File: config.mk
export PLATFORM = sky130hd
export DESIGN_NAME = epc_cache
export DESIGN_NICKNAME = d
export VERILOG_FILES = /design/src/rtl/epc_pkg.sv /design/src/rtl/epc_lookup.sv /design/src/rtl/epc_select.sv /design/src/rtl/epc_wb_track.sv /design/src/rtl/epc_cache.sv
export SDC_FILE = /design/constraint.sdc
export NUM_CORES = 1
export LEC_CHECK = 0
export CORE_ASPECT_RATIO = 0.8
export CORE_UTILIZATION = 42
export CTS_CLUSTER_DIAMETER = 30
export DETAILED_ROUTE_END_ITERATION = 16
export DONT_BUFFER_PORTS = 1
export GPL_TIMING_DRIVEN = 0
export MAX_ROUTING_LAYER = met4
export PLACE_DENSITY = 0.65
export REMOVE_ABC_BUFFERS = 1
export SYNTH_ARGS = -nofsm -noshare
export SYNTH_HDL_FRONTEND = slang
export SYNTH_SLANG_ARGS = --single-unit
File: constraint.sdc
create_clock -name clk -period 22 [get_ports clk]
set_input_delay 1.1 -clock clk [delete_from_list [all_inputs] [get_ports clk]]
set_output_delay 1.1 -clock clk [all_outputs]
set_load 0.01 [all_outputs]
File: src/rtl/epc_pkg.sv
// Shared types for the epoch-ordered cache.
// Assumes an 8-bit epoch tag compared by serial-number distance.
package epc_pkg;
    localparam int EPOCH_W = 8;
    typedef logic [EPOCH_W-1:0] epoch_t;

    typedef struct packed {
        logic   valid;
        logic   dirty;
        logic   pers;
        epoch_t epoch;
    } meta_t;

    // distance of an epoch behind the current one (modulo 2^EPOCH_W)
    function automatic epoch_t epoch_age(input epoch_t cur, input epoch_t e);
        return cur - e;
    endfunction
endpackage

File: src/rtl/epc_lookup.sv
// Address match and free-line search over all lines.
// Assumes tags are unique among valid lines; lowest index wins a tie.
module epc_lookup
    import epc_pkg::*;
#(
    parameter int LINES = 8,
    parameter int AW    = 8,
    localparam int IW   = $clog2(LINES)
) (
    input  meta_t           meta [LINES],
    input  logic [AW-1:0]   tags [LINES],
    input  logic [AW-1:0]   addr,
    output logic            hit,
    output logic [IW-1:0]   hit_idx,
    output logic            free_found,
    output logic [IW-1:0]   free_idx
);
    // scan from the top so the lowest matching index is kept
    always_comb begin
        hit        = 1'b0;
        hit_idx    = '0;
        free_found = 1'b0;
        free_idx   = '0;
        for (int i = LINES - 1; i >= 0; i--) begin
            if (meta[i].valid && tags[i] == addr) begin
                hit     = 1'b1;
                hit_idx = IW'(i);
            end
            if (!meta[i].valid || !meta[i].dirty) begin
                free_found = 1'b1;
                free_idx   = IW'(i);
            end
        end
    end
endmodule

File: src/rtl/epc_select.sv
// Finds the oldest live persistent epoch and the victim candidates.
// Assumes fewer than 128 live epochs so the largest age is the oldest.
module epc_select
    import epc_pkg::*;
#(
    parameter int LINES = 8,
    localparam int IW   = $clog2(LINES)
) (
    input  meta_t           meta [LINES],
    input  epoch_t          cur,
    input  logic            out_active,
    input  epoch_t          out_epoch,
    output epoch_t          oldest,
    output logic            per_found,
    output logic [IW-1:0]   per_idx,
    output logic            vol_found,
    output logic [IW-1:0]   vol_idx
);
    epoch_t max_age;

    // oldest epoch among dirty persistent lines and outstanding write-backs
    always_comb begin
        max_age = '0;
        for (int i = 0; i < LINES; i++) begin
            if (meta[i].valid && meta[i].dirty && meta[i].pers &&
                epoch_age(cur, meta[i].epoch) > max_age)
                max_age = epoch_age(cur, meta[i].epoch);
        end
        if (out_active && epoch_age(cur, out_epoch) > max_age)
            max_age = epoch_age(cur, out_epoch);
        oldest = cur - max_age;
    end

    // lowest-index eligible persistent line and dirty volatile line
    always_comb begin
        per_found = 1'b0;
        per_idx   = '0;
        vol_found = 1'b0;
        vol_idx   = '0;
        for (int i = LINES - 1; i >= 0; i--) begin
            if (meta[i].valid && meta[i].dirty && meta[i].pers && meta[i].epoch == oldest) begin
                per_found = 1'b1;
                per_idx   = IW'(i);
            end
            if (meta[i].valid && meta[i].dirty && !meta[i].pers) begin
                vol_found = 1'b1;
                vol_idx   = IW'(i);
            end
        end
    end
endmodule

File: src/rtl/epc_wb_track.sv
// Counts write-backs presented or awaiting acknowledge and their epoch.
// Assumes wb_ack only answers an accepted write-back, in order.
module epc_wb_track
    import epc_pkg::*;
#(
    parameter int MAX_OUT = 2,
    parameter int CW      = $clog2(MAX_OUT + 2)
) (
    input  logic          clk,
    input  logic          rst_n,
    input  logic          wb_valid,
    input  logic          wb_ready,
    input  logic          wb_ack,
    input  logic          wb_pers,
    input  epoch_t        wb_epoch,
    output logic [CW-1:0] out_cnt,
    output logic          out_pers,
    output epoch_t        out_epoch
);
    logic [CW-1:0] inflight;
    logic          acc_pers;
    epoch_t        acc_epoch;
    logic          take;

    assign take = wb_valid && wb_ready;

    // accepted-but-unacknowledged count and the tag of that group
    always_ff @(posedge clk) begin
        if (!rst_n) begin
            inflight  <= '0;
            acc_pers  <= 1'b0;
            acc_epoch <= '0;
        end else begin
            if (take && !wb_ack)      inflight <= inflight + 1'b1;
            else if (!take && wb_ack) inflight <= inflight - 1'b1;
            if (take) begin
                acc_pers  <= wb_pers;
                acc_epoch <= wb_epoch;
            end
        end
    end

    // outstanding view seen by the victim selection
    assign out_cnt   = inflight + CW'(wb_valid);
    assign out_pers  = wb_valid ? wb_pers  : acc_pers;
    assign out_epoch = wb_valid ? wb_epoch : acc_epoch;

    AST_OUT_LIMIT: assert property (@(posedge clk) disable iff (!rst_n)
        out_cnt <= CW'(MAX_OUT));
    AST_ACK_OWED: assert property (@(posedge clk) disable iff (!rst_n)
        wb_ack |-> inflight != '0);
    AST_SAME_EPOCH: assert property (@(posedge clk) disable iff (!rst_n)
        (take && inflight != '0) |-> (wb_pers && acc_pers && wb_epoch == acc_epoch));
endmodule

File: src/rtl/epc_cache.sv
// Fully-associative write-back cache that drains persistent lines in epoch order.
// Assumes one word per line, no read path, and fewer than 128 live epochs.
module epc_cache
    import epc_pkg::*;
#(
    parameter int LINES   = 8,
    parameter int AW      = 8,
    parameter int DW      = 32,
    parameter int MAX_OUT = 2,
    localparam int IW     = $clog2(LINES),
    localparam int CW     = $clog2(MAX_OUT + 2)
) (
    input  logic               clk,
    input  logic               rst_n,
    input  logic               cpu_valid,
    output logic               cpu_ready,
    input  logic [AW-1:0]      cpu_addr,
    input  logic [DW-1:0]      cpu_data,
    input  logic               cpu_pers,
    input  logic               cpu_barrier,
    output logic               wb_valid,
    input  logic               wb_ready,
    output logic [AW-1:0]      wb_addr,
    output logic [DW-1:0]      wb_data,
    output logic               wb_pers,
    output logic [EPOCH_W-1:0] wb_epoch,
    input  logic               wb_ack
);
    meta_t         meta [LINES];
    logic [AW-1:0] tags [LINES];
    logic [DW-1:0] dat  [LINES];
    epoch_t        cur;

    logic          hit, free_found, per_found, vol_found;
    logic [IW-1:0] hit_idx, free_idx, per_idx, vol_idx, issue_idx, widx;
    epoch_t        oldest, out_epoch;
    logic [CW-1:0] out_cnt;
    logic          out_pers;
    logic          hit_old, room, accept, stall, want_vol, can_pers, issue;

    epc_lookup #(.LINES(LINES), .AW(AW)) u_lookup (
        .meta(meta), .tags(tags), .addr(cpu_addr),
        .hit(hit), .hit_idx(hit_idx), .free_found(free_found), .free_idx(free_idx)
    );

    epc_select #(.LINES(LINES)) u_select (
        .meta(meta), .cur(cur),
        .out_active(out_cnt != '0 && out_pers), .out_epoch(out_epoch),
        .oldest(oldest), .per_found(per_found), .per_idx(per_idx),
        .vol_found(vol_found), .vol_idx(vol_idx)
    );

    epc_wb_track #(.MAX_OUT(MAX_OUT), .CW(CW)) u_track (
        .clk(clk), .rst_n(rst_n), .wb_valid(wb_valid), .wb_ready(wb_ready),
        .wb_ack(wb_ack), .wb_pers(wb_pers), .wb_epoch(wb_epoch),
        .out_cnt(out_cnt), .out_pers(out_pers), .out_epoch(out_epoch)
    );

    // placement decision and drain choice for the presented store
    always_comb begin
        hit_old   = hit && meta[hit_idx].dirty && meta[hit_idx].pers && meta[hit_idx].epoch != cur;
        room      = hit ? !hit_old : free_found;
        cpu_ready = !cpu_valid || room;
        accept    = cpu_valid && room;
        stall     = cpu_valid && !room;
        widx      = hit ? hit_idx : free_idx;
        want_vol  = !hit && vol_found;
        can_pers  = !wb_valid && (out_cnt == '0 ||
                    (out_pers && out_epoch == oldest && out_cnt < CW'(MAX_OUT)));
        issue     = stall && (want_vol ? (out_cnt == '0) : (per_found && can_pers));
        issue_idx = want_vol ? vol_idx : per_idx;
    end

    // epoch counter advanced by the barrier pulse
    always_ff @(posedge clk) begin
        if (!rst_n) cur <= '0;
        else if (cpu_barrier) cur <= cur + 1'b1;
    end

    // line state: fill or rewrite on accept, clean on hand-off
    always_ff @(posedge clk) begin
        if (!rst_n) begin
            for (int i = 0; i < LINES; i++) meta[i] <= '0;
        end else if (accept) begin
            meta[widx] <= '{valid: 1'b1, dirty: 1'b1, pers: cpu_pers, epoch: cur};
        end else if (issue) begin
            meta[issue_idx].dirty <= 1'b0;
        end
    end

    // line payload storage
    always_ff @(posedge clk) begin
        if (accept) begin
            tags[widx] <= cpu_addr;
            dat[widx]  <= cpu_data;
        end
    end

    // write-back register, held until the memory side takes it
    always_ff @(posedge clk) begin
        if (!rst_n) begin
            wb_valid <= 1'b0;
            wb_addr  <= '0;
            wb_data  <= '0;
            wb_pers  <= 1'b0;
            wb_epoch <= '0;
        end else if (issue) begin
            wb_valid <= 1'b1;
            wb_addr  <= tags[issue_idx];
            wb_data  <= dat[issue_idx];
            wb_pers  <= meta[issue_idx].pers;
            wb_epoch <= meta[issue_idx].epoch;
        end else if (wb_valid && wb_ready) begin
            wb_valid <= 1'b0;
        end
    end

    AST_HOLD_STABLE: assert property (@(posedge clk) disable iff (!rst_n)
        (wb_valid && !wb_ready) |=> (wb_valid && $stable(wb_addr) && $stable(wb_data)));
    AST_ISSUE_ON_STALL: assert property (@(posedge clk) disable iff (!rst_n)
        $rose(wb_valid) |-> $past(cpu_valid && !cpu_ready));
endmodule

### Yosys cells after proc, flatten, opt, wreduce, memory -nomap -nowiden

Memory sizes are Yosys's and may differ from the RTL's. A register that Yosys moved wholly into a read port is not among the register bits.
Cells that the tools add are included.

| operators by class | value |
|---|---|
| reduce and logical (&&, ||, !) cells | 113 |
| add/subtract/negate cells | 14 |
| equal/unequal tests | 18 |
| mux-type cells | 105 |
| order comparisons | 15 |
| bitwise gates (word level) | 3 |

Operators by type and width:

| cell | number |
|---|---|
| bitwise mux 88 bit | 2 |
| 2-to-1 mux 88 bit | 2 |
| == test 8 bit | 17 |
| 2-to-1 mux 8 bit | 13 |
| 2-to-1 mux 3 bit | 34 |
| subtractor 8 bit | 10 |
| binary-select mux 11 bit (select 3 bit) | 2 |
| demux 11 bit (select 3 bit) | 2 |
| logical AND 1 bit | 66 |
| bitwise mux 64 bit | 1 |
| > comparator 8 bit | 8 |
| 2-to-1 mux 1 bit | 39 |
| zero test 1 bit | 32 |
| 2-to-1 mux 10 bit | 3 |
| binary-select mux 8 bit (select 3 bit) | 1 |
| demux 8 bit (select 3 bit) | 1 |
| 2-to-1 mux 9 bit | 2 |
| >= comparator 4 bit, second input constant | 3 |
| inverter 3 -> 4 bit | 3 |
| 2-to-1 mux 11 bit | 1 |
| logical OR 1 bit | 10 |
| adder 8 x 1 -> 8 bit, second input constant | 1 |
| > comparator 8 x 1 -> 1 bit, second input constant | 1 |
| less-than comparator 4 x 1 -> 1 bit, second input constant | 2 |
| other kinds (8) | 12 |

| word-level totals | value |
|---|---|
| input port bits | 47 |
| output and inout bits | 51 |
| flip-flop bits (word level) | 189 |
| logic and storage cells | 317 |
| RAM bits | 256 |
| memories kept | 1 |

Memory list:

| name | depth | width | rd ports | clocked after memory_dff | wr ports | line | text |
|---|---|---|---|---|---|---|---|
| dat | 8 | 32 | 1 | 1 | 1 | epc_cache.sv:31 | `logic [DW-1:0] dat [LINES];` |

### Logic depth before layout (Yosys ltp)

Gate-level depths: netlist of run 1.

| depth | value |
|---|---|
| depth after elaboration | 48 |
| depth in mapped cells | 124 |
| gate-level depth less buffers | 113 |

### Modules after synthesis

From an unflattened synthesis of run 1, not the netlist that was laid out.

| unflattened totals | value |
|---|---|
| cells, all modules | 2567 |
| area, all modules | 27018.4 um2 |

By module, submodules not included:

| module | area an instance (um2) | cells each | times used | sequential area each (um2) |
|---|---|---|---|---|
| epc_cache | 18661.6 | 1451 | 1 | 12532.0 |
| epc_select | 6692.7 | 903 | 1 | 0.0 |
| epc_lookup | 1097.3 | 152 | 1 | 0.0 |
| epc_wb_track | 566.8 | 61 | 1 | 220.2 |

### Least setup slack after synthesis of run 1

Ideal clock, no wire load.

| timing | value |
|---|---|
| kind | register -> register |
| from | register cur[1] |
| to | register wb_data[19], read port of dat |
| setup slack | 0.507 ns |
| required time | 21.876 ns |
| library setup time | 0.124 ns |
| cell stages (with the launch flop) | 107 |
| arrival | 21.369 ns |
| period minus slack after synthesis | 21.493 ns |
| path buffers | 10 |
| path through | dfxtp_1 ha_1 nor2b_1 o21ai_0 a21oi_1 o21ai_0 a21oi_1 or3_1 nand2_1 nand2_1 ha_1 and4_1 or3_1 and2_0 clkbuf_1 nor2_1 a21oi_1 ha_1 (+71 left out) nand2_1 nand2_1 a21oi_1 o21bai_1 a21oi_1 xor2_1 xnor2_1 nor4_1 a21oi_1 and3_1 nor2b_1 nor2_1 a211oi_2 buf_2 clkbuf_1 mux2_2 o221ai_2 nand3_1 |

| between the ends | value |
|---|---|
| cells in the longest elaborated chain, start to end | 42 |
| elaborated cells between the ends (all ways) | 84 |
| classes of those cells | add/sub (10); order compare (9); eq/ne (10); mux (28); reduce/logical (27) |

Ends and longest elaborated chain:

| element | line | text |
|---|---|---|
| start: declaration | epc_cache.sv:32 | `epoch_t cur;` |
| start signal: assignment | epc_cache.sv:77 | `else if (cpu_barrier) cur <= cur + 1'b1;` |
| subtractor 8 bit | epc_pkg.sv:16 | `return cur - e;` |
| > comparator 8 x 1 -> 1 bit | epc_select.sv:26 | `epoch_age(cur, meta[i].epoch) > max_age)` |
| logical AND 1 bit | epc_select.sv:25 | `if (meta[i].valid && meta[i].dirty && meta[i].pers &&` |
| 2-to-1 mux 8 bit | epc_select.sv:25 |  |
| > comparator 8 bit | epc_select.sv:26 |  |
| logical AND 1 bit | epc_select.sv:25 |  |
| 2-to-1 mux 8 bit | epc_select.sv:25 |  |
| > comparator 8 bit | epc_select.sv:26 |  |
| (+19 left out) | n/a |  |
| 2-to-1 mux 8 bit | epc_select.sv:29 | `if (out_active && epoch_age(cur, out_epoch) > max_age)` |
| subtractor 8 bit | epc_select.sv:31 | `oldest = cur - max_age;` |
| == test 8 bit | epc_select.sv:41 | `if (meta[i].valid && meta[i].dirty && meta[i].pers && meta[i].epoch == oldest) begin` |
| logical AND 1 bit | epc_select.sv:41 |  |
| 2-to-1 mux 1 bit (8 in series) | epc_select.sv:41 |  |
| logical AND 1 bit | epc_cache.sv:70 | `issue = stall && (want_vol ? (out_cnt == '0) : (per_found && can_pers));` |
| 2-to-1 mux 1 bit | epc_cache.sv:70 |  |
| logical AND 1 bit | epc_cache.sv:70 |  |
| end: declaration | epc_cache.sv:24 | `output logic [DW-1:0] wb_data,` |

Parallel ways exist; a longest one is shown, timed or not.
A chain may end at the register's enable or synchronous reset.

### Final worst setup path of run 1

| timing | value |
|---|---|
| from | register meta[78] (netlist name) |
| to | register wb_data[3], read port of dat |

| between the ends | value |
|---|---|
| cells in the longest elaborated chain, start to end | 42 |
| elaborated cells between the ends (all ways) | 79 |
| classes of those cells | add/sub (2); order compare (9); eq/ne (10); mux (31); reduce/logical (27) |

Ends and longest elaborated chain:

| element | line |
|---|---|
| subtractor 8 bit | epc_pkg.sv:16 |
| > comparator 8 x 1 -> 1 bit | epc_select.sv:26 |
| logical AND 1 bit | epc_select.sv:25 |
| 2-to-1 mux 8 bit | epc_select.sv:25 |
| > comparator 8 bit | epc_select.sv:26 |
| logical AND 1 bit | epc_select.sv:25 |
| 2-to-1 mux 8 bit | epc_select.sv:25 |
| > comparator 8 bit | epc_select.sv:26 |
| (+19 left out) | n/a |
| 2-to-1 mux 8 bit | epc_select.sv:29 |
| subtractor 8 bit | epc_select.sv:31 |
| == test 8 bit | epc_select.sv:41 |
| logical AND 1 bit | epc_select.sv:41 |
| 2-to-1 mux 1 bit (8 in series) | epc_select.sv:41 |
| logical AND 1 bit | epc_cache.sv:70 |
| 2-to-1 mux 1 bit | epc_cache.sv:70 |
| logical AND 1 bit | epc_cache.sv:70 |

Parallel ways exist; a longest one is shown, timed or not. The select of a mux whose other input is x is not followed.

==> metrics, run 1 <==
status finished, final reports clean; clock period minus worst slack 21040 ps; Peak Freq 47.5 MHz; detail-routed net length per standard cell 24.1 um; post-synthesis async set-or-reset flop share 0%; worst clock skew 22.9 ps; Syn-to-layout area delta 19.4%; cell total after placement 3298; Critical Path AT 21560 ps; H-tree Lvls 3; Flop pwr share 37.9%; Max-slew headroom 34.4%; CTS tree built; antenna violations before repair 2; total number of yosys warnings 0; sum of internal, switching and leakage power 2560 uW; critical path's most frequent cell ha_1; number of synthesized register bits 477; Synth Cell Area 27600 um2; num rows 83; wire length after detailed routing 84600 um; Worst path max stage delay 470 ps; layout cells sized above 1 18.6%; footprint of the multi-input gates 14300 um2; final non-filler cell area 33000 um2; Syn Inst Count 2545; kind of end point of the critical path register; sw frac 23.7%; Clock Latency Late Sink 610 ps; count of antenna-violating nets left after detailed routing 0; power per unit of standard cell area 77.6 nW/um2; DPL Wire Length 54600 um; Die X 289 um; transition time at the pin with the least slew margin 984 ps; DRT iter0 DRCs 2104; weighted congestion reported at the end of routability-driven placement 0.935; critical path required time 22520 ps; maxcap violations 0; maximum fanout along the worst path 9; Sinks on Clock Net 477; post-detailed-route via-to-cell ratio 5.97; global-route wire length before repair 124000 um; most heavily used metal layer in global routing met2; number of top-level design ports 98; cell at the root of the clock tree clkbuf_16; maximum ir drop on the vdd rail 0.0607 mV; net count of the finished layout 2777; final number of hold-violating endpoints 0; cells taking the most area after synthesis edfxtp_1 35%, dfxtp_1 11%, mux2i_1 7.3%, ha_1 6.1%, xnor2_1 4.1%; share of power burned in combinational logic 10.0%; clock input transition at the sequential cells of the worst setup and hold paths 50 ps; Tot GR Track Use 25.3%; met1 routing resource usage after global routing 33.8%; total leakage power 0.0121 uW; total congestion overflow 0; residual DRC count 0; type of origin of the critical path register; number of global-route vias before repair 20500; average instance area after synthesis 10.9 um2; sw power 608 uW; biggest area consumer among synthesized cells edfxtp_1; DP Area 29100 um2; number of enable flip-flop cells after synthesis 320; non-filler instance count after layout 3505; Setup Crit Path Kind register to register; Critical-path top delay cell o41a_1; sequential cell area fraction in the yosys report 46.2%; type of the tightest min-delay check register to register; DIE AREA 66800 um2; GR Layer Usage met3 6.03%; share of the cycle needed by the critical path after routing 95.6%; area inside the core boundary 64600 um2; die height 231 um; Clock Power Share 52.1%; number of clock buffers inserted by TritonCTS 81; Final Max Slew Viols 0; overall via count from detail_route 20900; most used flip-flop cell after synthesis edfxtp_1; router iterations before antenna repair 5; Port Buffer Count 0; final standard cell utilization of the core 51.1%; initial cell density of the core 42.8%; count of final setup violators 0; Clock Tree Buf Depth 3; filler instances 5476; Int Power 1950 uW; fraction of met2 tracks used by global routing 37.7%; post-synthesis cell type count 88; pin count of the biggest net entering global routing 89; sequential cell area 12800 um2; portion of synthesized cell area occupied by the leading cell type 34.8%
==> metal layers <==
| metal | wire (um) | share of wire, % | vias to the layer above |
|---|---|---|---|
| li1 | - | - | 9472 |
| met1 | 37000 | 44 | 10400 |
| met2 | 37000 | 44 | 906 |
| met3 | 8260 | 9.8 | 172 |
| met4 | 2370 | 2.8 | 0 |
| met5 | 0 | 0 | - |
==> path summary, 6_finish.rpt <==
kind | start | slack [ps] | endpoint | depth (start not counted)
hold / removal | u_track.acc_epoch[3] | 450 | u_track.acc_epoch[3] | 2
hold reg to reg | u_track.acc_epoch[3] | 450 | u_track.acc_epoch[3] | 2
setup / recovery | meta[78] | 960 | wb_data[3] | 104
setup reg to reg | meta[78] | 960 | wb_data[3] | 104
==> per-stage QoR <==
stage	hold slack [ps]	setup TNS [ps]	setup slack, ps
finish	454	0	957
global route	465	-2730	-165
CTS	454	0	0.627
detailed placement	447	-210960	-3850
global placement	442	-1118400	-20130
floorplan	434	-553770	-9850
==> cell type report <==
class / count / area share [%]
clock inverters: 55 / 2.29
diodes: 1 / 0.00759
repair buffers: 97 / 4.26
clock buffers: 96 / 6.59
inverters: 131 / 1.56
flip-flops and latches: 477 / 38.7
multi-input cells: 1798 / 43.4
well taps: 850 / 3.22
==> cells by family (layout without fill, tap and decap cells) <==
logic type | Yosys count | count (layout) | synth area share (%)
compound gates | 462 | 464 | 13.2
xor+xnor | 211 | 211 | 6.75
fa+ha+maj | 144 | 144 | 6.80
buf+inv | 275 | 379 | 4.27
flops | 477 | 477 | 46.2
mux | 291 | 292 | 11.0
other cells | 0 | 1 | 0
simple gates | 685 | 687 | 11.9
==> Yosys cell counts, types with 4 or more instances <==
cell type / count
nor2_1: 183
o31ai_1: 13
nor2b_1: 59
o221ai_1: 54
nand4_1: 28
o211ai_1: 13
o22ai_1: 4
buf_12: 4
a21oi_1: 105
ha_1: 134
o21bai_1: 14
a211o_1: 52
xnor2_1: 129
buf_6: 4
xor2_1: 80
mux2_2: 88
buf_4: 6
and2_1: 10
o31a_1: 4
clkbuf_1: 95
and3_1: 15
nand2b_1: 19
mux2i_1: 202
buf_1: 11
or3_1: 10
nor3_1: 21
o21ai_0: 67
o41ai_1: 4
a21o_1: 33
inv_1: 129
buf_2: 24
edfxtp_1: 320
dfxtp_1: 157
nand3_1: 119
fa_1: 10
nor4_1: 20
and4_1: 5
o221ai_2: 40
nand2_1: 177
a31oi_1: 7
o21a_1: 9
==> cells in the final DEF, fill, tap and decap left out, drive strengths merged, types with 98 or more instances in the layout <==
| cell type | count |
|---|---|
| ha | 134 |
| nand2 | 177 |
| xnor2 | 129 |
| dfxtp | 157 |
| clkbuf | 98 |
| inv | 139 |
| nand3 | 120 |
| mux2i | 203 |
| edfxtp | 320 |
| nor2 | 184 |
| a21oi | 108 |
==> timing repair <==
item / CTS / global route
setup endpoints to repair: 58 / 58
cloned: 2 / 5
resized for setup: 46 / 82
pin swaps: 12 / 17
hold buffers: 0 / 0
buffers inserted: 27 / 22
==> state kept, by name, indices dropped and copies added (netlist names) <==
name / cells
cur: 8
dat: 256
wb_pers: 1
meta: 88
wb_valid: 1
tags: 64
wb_addr: 8
u_track.acc_pers: 1
u_track.acc_epoch: 8
u_track.inflight: 2
wb_data: 32
wb_epoch: 8
==> critical path: cells and delay by family (launching register included) <==
kind	cells	cell delay [ps]
compound gates	46	8840
simple gates	29	5260
fa+ha+maj	11	3260
buf+inv	12	1740
mux	4	990
flops	1	410
xor+xnor	2	400
==> power groups by stage <==
stage | clock network (uW) | logic [uW] | registers [uW]
after CTS | 1350 | 239 | 971
final | 1330 | 255 | 971
after global routing | 1390 | 276 | 971
after detailed placement | 0 | 232 | 989
after global placement | 0 | 247 | 991
after floorplan | 0 | 194 | 988
(Power assumes the default switching activity.)
==> run 2, diff against run 1 <==
--- a/config.mk
+++ b/config.mk
@@ -6,13 +6,13 @@
 export NUM_CORES = 1
 export LEC_CHECK = 0
 export CORE_ASPECT_RATIO = 0.8
-export CORE_UTILIZATION = 42
+export CORE_UTILIZATION = 30
 export CTS_CLUSTER_DIAMETER = 30
 export DETAILED_ROUTE_END_ITERATION = 16
 export DONT_BUFFER_PORTS = 1
-export GPL_TIMING_DRIVEN = 0
+export GPL_TIMING_DRIVEN = 1
 export MAX_ROUTING_LAYER = met4
-export PLACE_DENSITY = 0.65
+export PLACE_DENSITY = 0.51
 export REMOVE_ABC_BUFFERS = 1
 export SYNTH_ARGS = -nofsm -noshare
 export SYNTH_HDL_FRONTEND = slang
==> run 2 against run 1 <==
Routed wire length is 8.8% higher. Clock skew up 4.2 ps. Clock-buffer cell count is 32 higher. Setup slack gained 250 ps. Combinational power is 3% lower. Cell count up 11%. Sequential power about the same. Via count decreased by 0.94%.
==> metrics, run 2 (same netlist as run 1, synthesis figures left out) <==
DRT iter0 DRCs 1892 (was 2104); DP Area 29100 um2 (about the same); final number of hold-violating endpoints 0 (unchanged); Tot GR Track Use 19.3% (was 25.3%); Port Buffer Count 0 (unchanged); clock period minus worst slack 20800 ps (was 21040 ps); Max-slew headroom 24.1% (was 34.4%); type of the tightest min-delay check register to register (unchanged); Critical Path AT 21360 ps (was 21560 ps); number of clock buffers inserted by TritonCTS 95 (was 81); cell total after placement 3679 (was 3298); maximum ir drop on the vdd rail 0.0561 mV (was 0.0607 mV); sequential cell area 12800 um2 (about the same); maximum fanout along the worst path 24 (was 9); kind of end point of the critical path register (unchanged); number of global-route vias before repair 20200 (was 20500); Worst path max stage delay 760 ps (was 470 ps); antenna violations before repair 2 (unchanged); die height 273 um (was 231 um); total leakage power 0.0120 uW (was 0.0121 uW); residual DRC count 0 (unchanged); worst reg2reg setup slack 1200 ps (was 960 ps); Final Max Slew Viols 0 (unchanged); flip-flop count of the largest register after layout 256 (unchanged); critical path's most frequent cell ha_1 (unchanged); DIE AREA 93300 um2 (was 66800 um2); count of final setup violators 0 (unchanged); router iterations before antenna repair 6 (was 5); hold_sp u_track.acc_epoch[7] (was u_track.acc_epoch[3]); most used cells in the layout excluding fill and tap cells 320 x edfxtp_1, 193 x mux2i_1, 178 x nor2_1, 176 x nand2_1, 156 x dfxtp_1 (was 320 x edfxtp_1, 194 x mux2i_1, 178 x nor2_1, 174 x nand2_1, 147 x dfxtp_1); critical path required time 22560 ps (was 22520 ps); Peak Freq 48.1 MHz (was 47.5 MHz); Critical-path top delay cell fa_2 (was o41a_1); total congestion overflow 0 (unchanged); sum of internal, switching and leakage power 2650 uW (was 2560 uW); net count of the finished layout 2784 (was 2777); wire length after detailed routing 92100 um (was 84600 um); layout cells sized above 1 17.5% (was 18.6%); number of cells on the worst reg-to-reg path 96 (was 104); maxcap violations 0 (unchanged); clock input transition at the sequential cells of the worst setup and hold paths 50 ps (about the same); status finished, final reports clean (unchanged); Sinks on Clock Net 477 (unchanged); area inside the core boundary 91200 um2 (was 64600 um2); Clock Tree Buf Depth 3 (unchanged); worst path setup slack after routing 1200 ps (was 957 ps); destination of the worst register-to-register timing path wb_epoch[1] (was wb_data[3]); count of antenna-violating nets left after detailed routing 0 (unchanged); weighted congestion reported at the end of routability-driven placement 0.943 (was 0.935); H-tree Lvls 3 (unchanged); share of the cycle needed by the critical path after routing 94.5% (was 95.6%); pin count of the biggest net entering global routing 88 (was 89); overall via count from detail_route 20700 (was 20900); post-detailed-route via-to-cell ratio 5.33 (was 5.97); CTS tree built (unchanged); most common cell after layout, fill and taps aside edfxtp_1 (unchanged); num rows 99 (was 83); DPL Wire Length 59000 um (was 54600 um); transition time at the pin with the least slew margin 1140 ps (was 984 ps); non-filler instance count after layout 3889 (was 3505); final non-filler cell area 33000 um2 (about the same); worst clock skew 27.1 ps (was 22.9 ps); Post-Place Setup Slack -823 ps (was -3850 ps); initial cell density of the core 30.3% (was 42.8%); Setup Crit Path Kind register to register (unchanged); Hold Path Stages 2 (unchanged); Critical R2R Launch meta[78] (unchanged); Syn-to-layout area delta 19.4% (about the same); final sum of negative setup slack 0 ps (unchanged); Clock Latency Late Sink 640 ps (was 610 ps); detail-routed net length per standard cell 23.7 um (was 24.1 um); power per unit of standard cell area 80.4 nW/um2 (was 77.6 nW/um2); terminating pin of the worst hold path u_track.acc_epoch[7] (was u_track.acc_epoch[3]); Die X 341 um (was 289 um); global-route wire length before repair 132000 um (was 124000 um); type of origin of the critical path register (unchanged); largest registers in the final layout dat x256, meta x88, tags x64 (unchanged); cell at the root of the clock tree clkbuf_16 (unchanged); filler instances 8929 (was 5476); number of top-level design ports 98 (unchanged); Reg with most FFs dat (unchanged); footprint of the multi-input gates 14100 um2 (was 14300 um2)
run 2: cell count changes in the layout (fill, tap and decap cells not counted), moves of 5 or more:
cell       delta
clkbuf_1     +14
clkbuf_16    +19
dfxtp_1       +9
buf_16       -18
inv_4         -7
a21oi_2       -5
buf_6         -6
o21ai_0       +7
a21oi_1       +5
inv_2         +6
dfxtp_2       -5
buf_12        -6
buf_4        +23
run 2: power breakdown:
part           total (uW)  switching, uW  internal (uW)
clock                1430            481            952
combinational         248            142            106
sequential            971           3.89            967
run 2: area by class of cell:
| type | count | area share (%) |
|---|---|---|
| Tap cell | 1212 | 4.60 |
| Antenna cell | 3 | 0.0228 |
| Sequential cell | 477 | 38.7 |
| Clock buffer | 128 | 8.05 |
| Clock inverter | 50 | 1.72 |
| Inverter | 131 | 1.49 |
| Multi-Input combinational cell | 1798 | 42.6 |
| Timing Repair Buffer | 90 | 2.80 |
run 2: critical path: cells and delay by family, from the launching register on:
kind            cells  cell delay, ps
flops               1             380
mux                 4             980
fa+ha+maj          11            3640
xor+xnor            1             120
buf+inv             8            1140
compound gates     40            7530
simple gates       32            6910
run 2: per-layer routing:
metal	vias up	track usage (%)	wire [um]	part of all wire, %
met5	-	-	0	0
met4	0	4.27	1630	1.8
met3	127	4.26	6730	7.3
met2	726	28.5	39800	43
met1	10300	26.8	43900	48
li1	9516	-	-	-
run 2: how the worst max path moves through the flow:
stage,slack (ps),to,cells past startpoint,startpoint
6_report,1200,wb_epoch[1],96,meta[78]
5_1_grt,-60,wb_data[3],105,meta[78]
4_1_cts,30,wb_data[3],101,meta[78]
3_5_place_dp,-820,wb_epoch[0],102,meta[78]
3_3_place_gp,-320,wb_epoch[0],97,meta[66]
2_1_floorplan,-9850,wb_data[3],97,cur[1]
run 2: per-stage QoR:
step	utilization (%)	hold slack (ps)
final	36.2	453
after global routing	36.2	473
after CTS	35.6	452
after detailed placement	31.9	446
after global placement	31.9	444
after floorplan	-	434
run 2: timing repair:
action                     4_1_cts  5_1_grt
setup endpoints to repair       58       58
setup buffers                    6       14
resized for setup                7       80
pin swaps                        3        7
cloned                           1        9
hold buffers                     0        0
==> run 3, diff against run 2 <==
--- a/config.mk
+++ b/config.mk
@@ -5,14 +5,15 @@
 export SDC_FILE = /design/constraint.sdc
 export NUM_CORES = 1
 export LEC_CHECK = 0
+export ABC_AREA = 1
 export CORE_ASPECT_RATIO = 0.8
-export CORE_UTILIZATION = 30
+export CORE_UTILIZATION = 58
 export CTS_CLUSTER_DIAMETER = 30
 export DETAILED_ROUTE_END_ITERATION = 16
 export DONT_BUFFER_PORTS = 1
 export GPL_TIMING_DRIVEN = 1
 export MAX_ROUTING_LAYER = met4
-export PLACE_DENSITY = 0.51
+export PLACE_DENSITY = 0.82
 export REMOVE_ABC_BUFFERS = 1
 export SYNTH_ARGS = -nofsm -noshare
 export SYNTH_HDL_FRONTEND = slang
==> run 3 against run 2 <==
Synthesized cell count rose by 28%. Global-route usage up 18 points. Sequential power is essentially flat. First-iteration DRC count rose by 67%. Routed wire length is 7.0% lower. Clock-buffer cell count fell by 30. Power down 4.6%. Synthesized area decreased by 1.7%. Cell count grew 0.36%. Flip-flop and latch count did not move. Final area down 7.6%. Via count is 18% higher. Critical path type unchanged. Largest cell class is now sequential cells.
==> metrics, run 3 <==
Hold Path Stages 2 (unchanged); number of synthesized register bits 477 (unchanged); average instance area after synthesis 8.33 um2 (was 10.9 um2); Max-slew headroom 18.2% (was 24.1%); router iterations before antenna repair 6 (unchanged); Setup Crit Path Kind register to register (unchanged); Flop pwr share 38.5% (was 36.6%); Synth Cell Area 27200 um2 (was 27600 um2); number of buffers inserted by post-CTS setup repair 0 (was 6); total congestion overflow 0 (unchanged); layout cells sized above 1 7.15% (was 17.5%); maximum fanout along the worst path 70 (was 24); most used flip-flop cell after synthesis edfxtp_1 (unchanged); residual DRC count 0 (unchanged); share of power burned in combinational logic 7.5% (was 9.3%); maxcap violations 0 (unchanged); Syn-to-layout area delta 12.3% (was 19.4%); kind of end point of the critical path register (unchanged); sw frac 24.1% (was 23.6%); number of top-level design ports 98 (unchanged); DPL Wire Length 52700 um (was 59000 um); cell at the root of the clock tree clkbuf_16 (unchanged); total leakage power 0.0132 uW (was 0.0120 uW); filler instances 3469 (was 8929); number of clock buffers inserted by TritonCTS 83 (was 95); biggest area consumer among synthesized cells edfxtp_1 (unchanged); CTS tree built (unchanged); power per unit of standard cell area 83.0 nW/um2 (was 80.4 nW/um2); antenna violations before repair 0 (was 2); post-synthesis async set-or-reset flop share 0% (unchanged); num rows 70 (was 99); number of global-route vias before repair 24200 (was 20200); sequential cell area 12800 um2 (about the same); H-tree Lvls 3 (unchanged); Final Max Slew Viols 0 (unchanged); non-filler instance count after layout 3903 (was 3889); Int Power 1920 uW (was 2020 uW); sequential cell area fraction in the yosys report 47.0% (was 46.2%); worst clock skew 31.0 ps (was 27.1 ps); DIE AREA 47700 um2 (was 93300 um2); most common cell in the synthesized netlist nand2_1 (was edfxtp_1); count of final setup violators 0 (unchanged); Clock Power Share 54.0% (about the same); number of buffers added to fix hold violations after cts 0 (unchanged); Critical-path top delay cell a21oi_4 (was fa_2); clock period minus worst slack 19910 ps (was 20800 ps); maximum ir drop on the vdd rail 0.0893 mV (was 0.0561 mV); flip-flop count of the largest register after layout 256 (unchanged); Clock Latency Late Sink 620 ps (was 640 ps); clock input transition at the sequential cells of the worst setup and hold paths 50 ps (about the same); Post-Place Setup Slack 2690 ps (was -823 ps); final number of hold-violating endpoints 0 (unchanged); cell total after placement 3745 (was 3679); count of antenna-violating nets left after detailed routing 0 (unchanged); critical path required time 22560 ps (about the same); Reg with most FFs dat (unchanged); transition time at the pin with the least slew margin 1220 ps (was 1140 ps); critical path's most frequent cell nand2_1 (was ha_1); post-detailed-route via-to-cell ratio 6.25 (was 5.33); type of origin of the critical path register (unchanged); pin count of the biggest net entering global routing 115 (was 88); Min Hold Slack 453 ps (about the same); Tot GR Track Use 37.0% (was 19.3%); Peak Freq 50.2 MHz (was 48.1 MHz); die height 196 um (was 273 um); largest registers in the final layout dat x256, meta x88, tags x64 (unchanged); type of the tightest min-delay check register to register (unchanged); final sum of negative setup slack 0 ps (unchanged); Clock Tree Buf Depth 3 (unchanged); Die X 244 um (was 341 um); Syn Inst Count 3258 (was 2545); Port Buffer Count 0 (unchanged); net count of the finished layout 3409 (was 2784); RSZ-0062 raised after global routing no; detail-routed net length per standard cell 21.9 um (was 23.7 um); Sinks on Clock Net 477 (unchanged); Worst path max stage delay 960 ps (was 760 ps); status finished, final reports clean (unchanged); total number of yosys warnings 0 (unchanged); DRT iter0 DRCs 3151 (was 1892); initial cell density of the core 59.1% (was 30.3%); area inside the core boundary 46000 um2 (was 91200 um2); most used cells in the layout excluding fill and tap cells 720 x nand2_1, 399 x nand3_1, 320 x edfxtp_1, 286 x inv_1, 230 x nor2_1 (was 320 x edfxtp_1, 193 x mux2i_1, 178 x nor2_1, 176 x nand2_1, 156 x dfxtp_1); footprint of the multi-input gates 12600 um2 (was 14100 um2); global-route wire length before repair 134000 um (was 132000 um); Resize count post-CTS 0 (was 7); number of enable flip-flop cells after synthesis 320 (unchanged); most common cell after layout, fill and taps aside nand2_1 (was edfxtp_1); post-synthesis cell type count 58 (was 88); most numerous cell types in the synthesized netlist 721 x nand2_1, 399 x nand3_1, 320 x edfxtp_1 (was 320 x edfxtp_1, 202 x mux2i_1, 183 x nor2_1); number of cells on the worst reg-to-reg path 97 (was 96); overall via count from detail_route 24400 (was 20700); weighted congestion reported at the end of routability-driven placement 1.03 (was 0.943); worst path setup slack after routing 2090 ps (was 1200 ps); share of the cycle needed by the critical path after routing 90.5% (was 94.5%); cells taking the most area after synthesis edfxtp_1 35%, dfxtp_1 12%, nand2_1 10%, nand3_1 7.4%, ha_1 6.2% (was edfxtp_1 35%, dfxtp_1 11%, mux2i_1 7.3%, ha_1 6.1%, xnor2_1 4.1%); portion of synthesized cell area occupied by the leading cell type 35.4% (was 34.8%); Critical Path AT 20470 ps (was 21360 ps); wire length after detailed routing 85600 um (was 92100 um); sw power 610 uW (was 627 uW)
## run 3: cell count changes in the layout (fill, tap and decap cells not counted), sizes merged, moves of 114 or more
cell   before  now
o21ai      70  280
mux2i     202    2
inv       133  305
nand2     177  742
a21oi     108  222
nand3     120  404
## run 3: cell families (layout without fill, tap and decap cells)
family                   count (synthesis)  count (layout)  synth area share (%)
adder cells (fa/ha/maj)                144             144                  6.91
multiplexers                             2               2                0.0737
AO/OA/AOI/OAI                          606             606                  12.3
AND/OR/NAND/NOR                       1449            1449                  22.9
buffers and inverters                  455             486                  6.80
flip-flops                             477             477                  47.0
other                                    0               2                     0
XOR/XNOR                               125             125                  4.03
## run 3: stage by stage
stage / area (um2) / util (%) / power [uW]
2_1_floorplan: 26400 / - / 1130
3_3_place_gp: 27500 / 59.8 / 1170
3_5_place_dp: 27500 / 59.8 / 1170
4_1_cts: 30500 / 66.3 / 2530
5_1_grt: 30500 / 66.3 / 2590
6_report: 30500 / 66.3 / 2530
## run 3: worst paths after layout
check / startpoint / endpoint / slack [ps]
hold / removal: u_track.acc_epoch[0] / u_track.acc_epoch[0] / 450
setup / recovery: cur[0] / wb_data[22] / 2090
setup reg to reg: cur[0] / wb_data[22] / 2090
hold reg to reg: u_track.acc_epoch[0] / u_track.acc_epoch[0] / 450
## run 3: power groups by stage
| stage | Sequential, uW | Clock (uW) | Combinational [uW] |
|---|---|---|---|
| after floorplan | 990 | 0 | 135 |
| after detailed placement | 990 | 0 | 183 |
| after global routing | 973 | 1410 | 211 |
| after CTS | 973 | 1370 | 186 |
| after global placement | 990 | 0 | 177 |
| final | 973 | 1370 | 190 |
## run 3: layer usage
layer  vias to the layer above  GRT usage, %  wire, um
li1                      11100             -         -
met1                     11500          47.5     33400
met2                      1530          55.8     38300
met3                       299          8.14      9980
met4                         0          17.6      3930
met5                         -             -         0
## run 3: final cells by class
type | count | share of cell area, %
antenna | 2 | 0.0164
clock buffer | 98 | 7.30
clock inverter | 58 | 2.52
inverter | 301 | 3.71
multi-input combinational | 2326 | 41.4
sequential | 477 | 41.8
tap | 612 | 2.51
timing repair buffer | 29 | 0.714
## run 3: worst max-delay path, delay by kind of cell (launching register included)
kind	cells	cell delay [ps]
simple gates	49	6660
compound gates	22	5290
xor+xnor	2	960
fa+ha+maj	12	4190
flops	1	400
buf+inv	12	2350
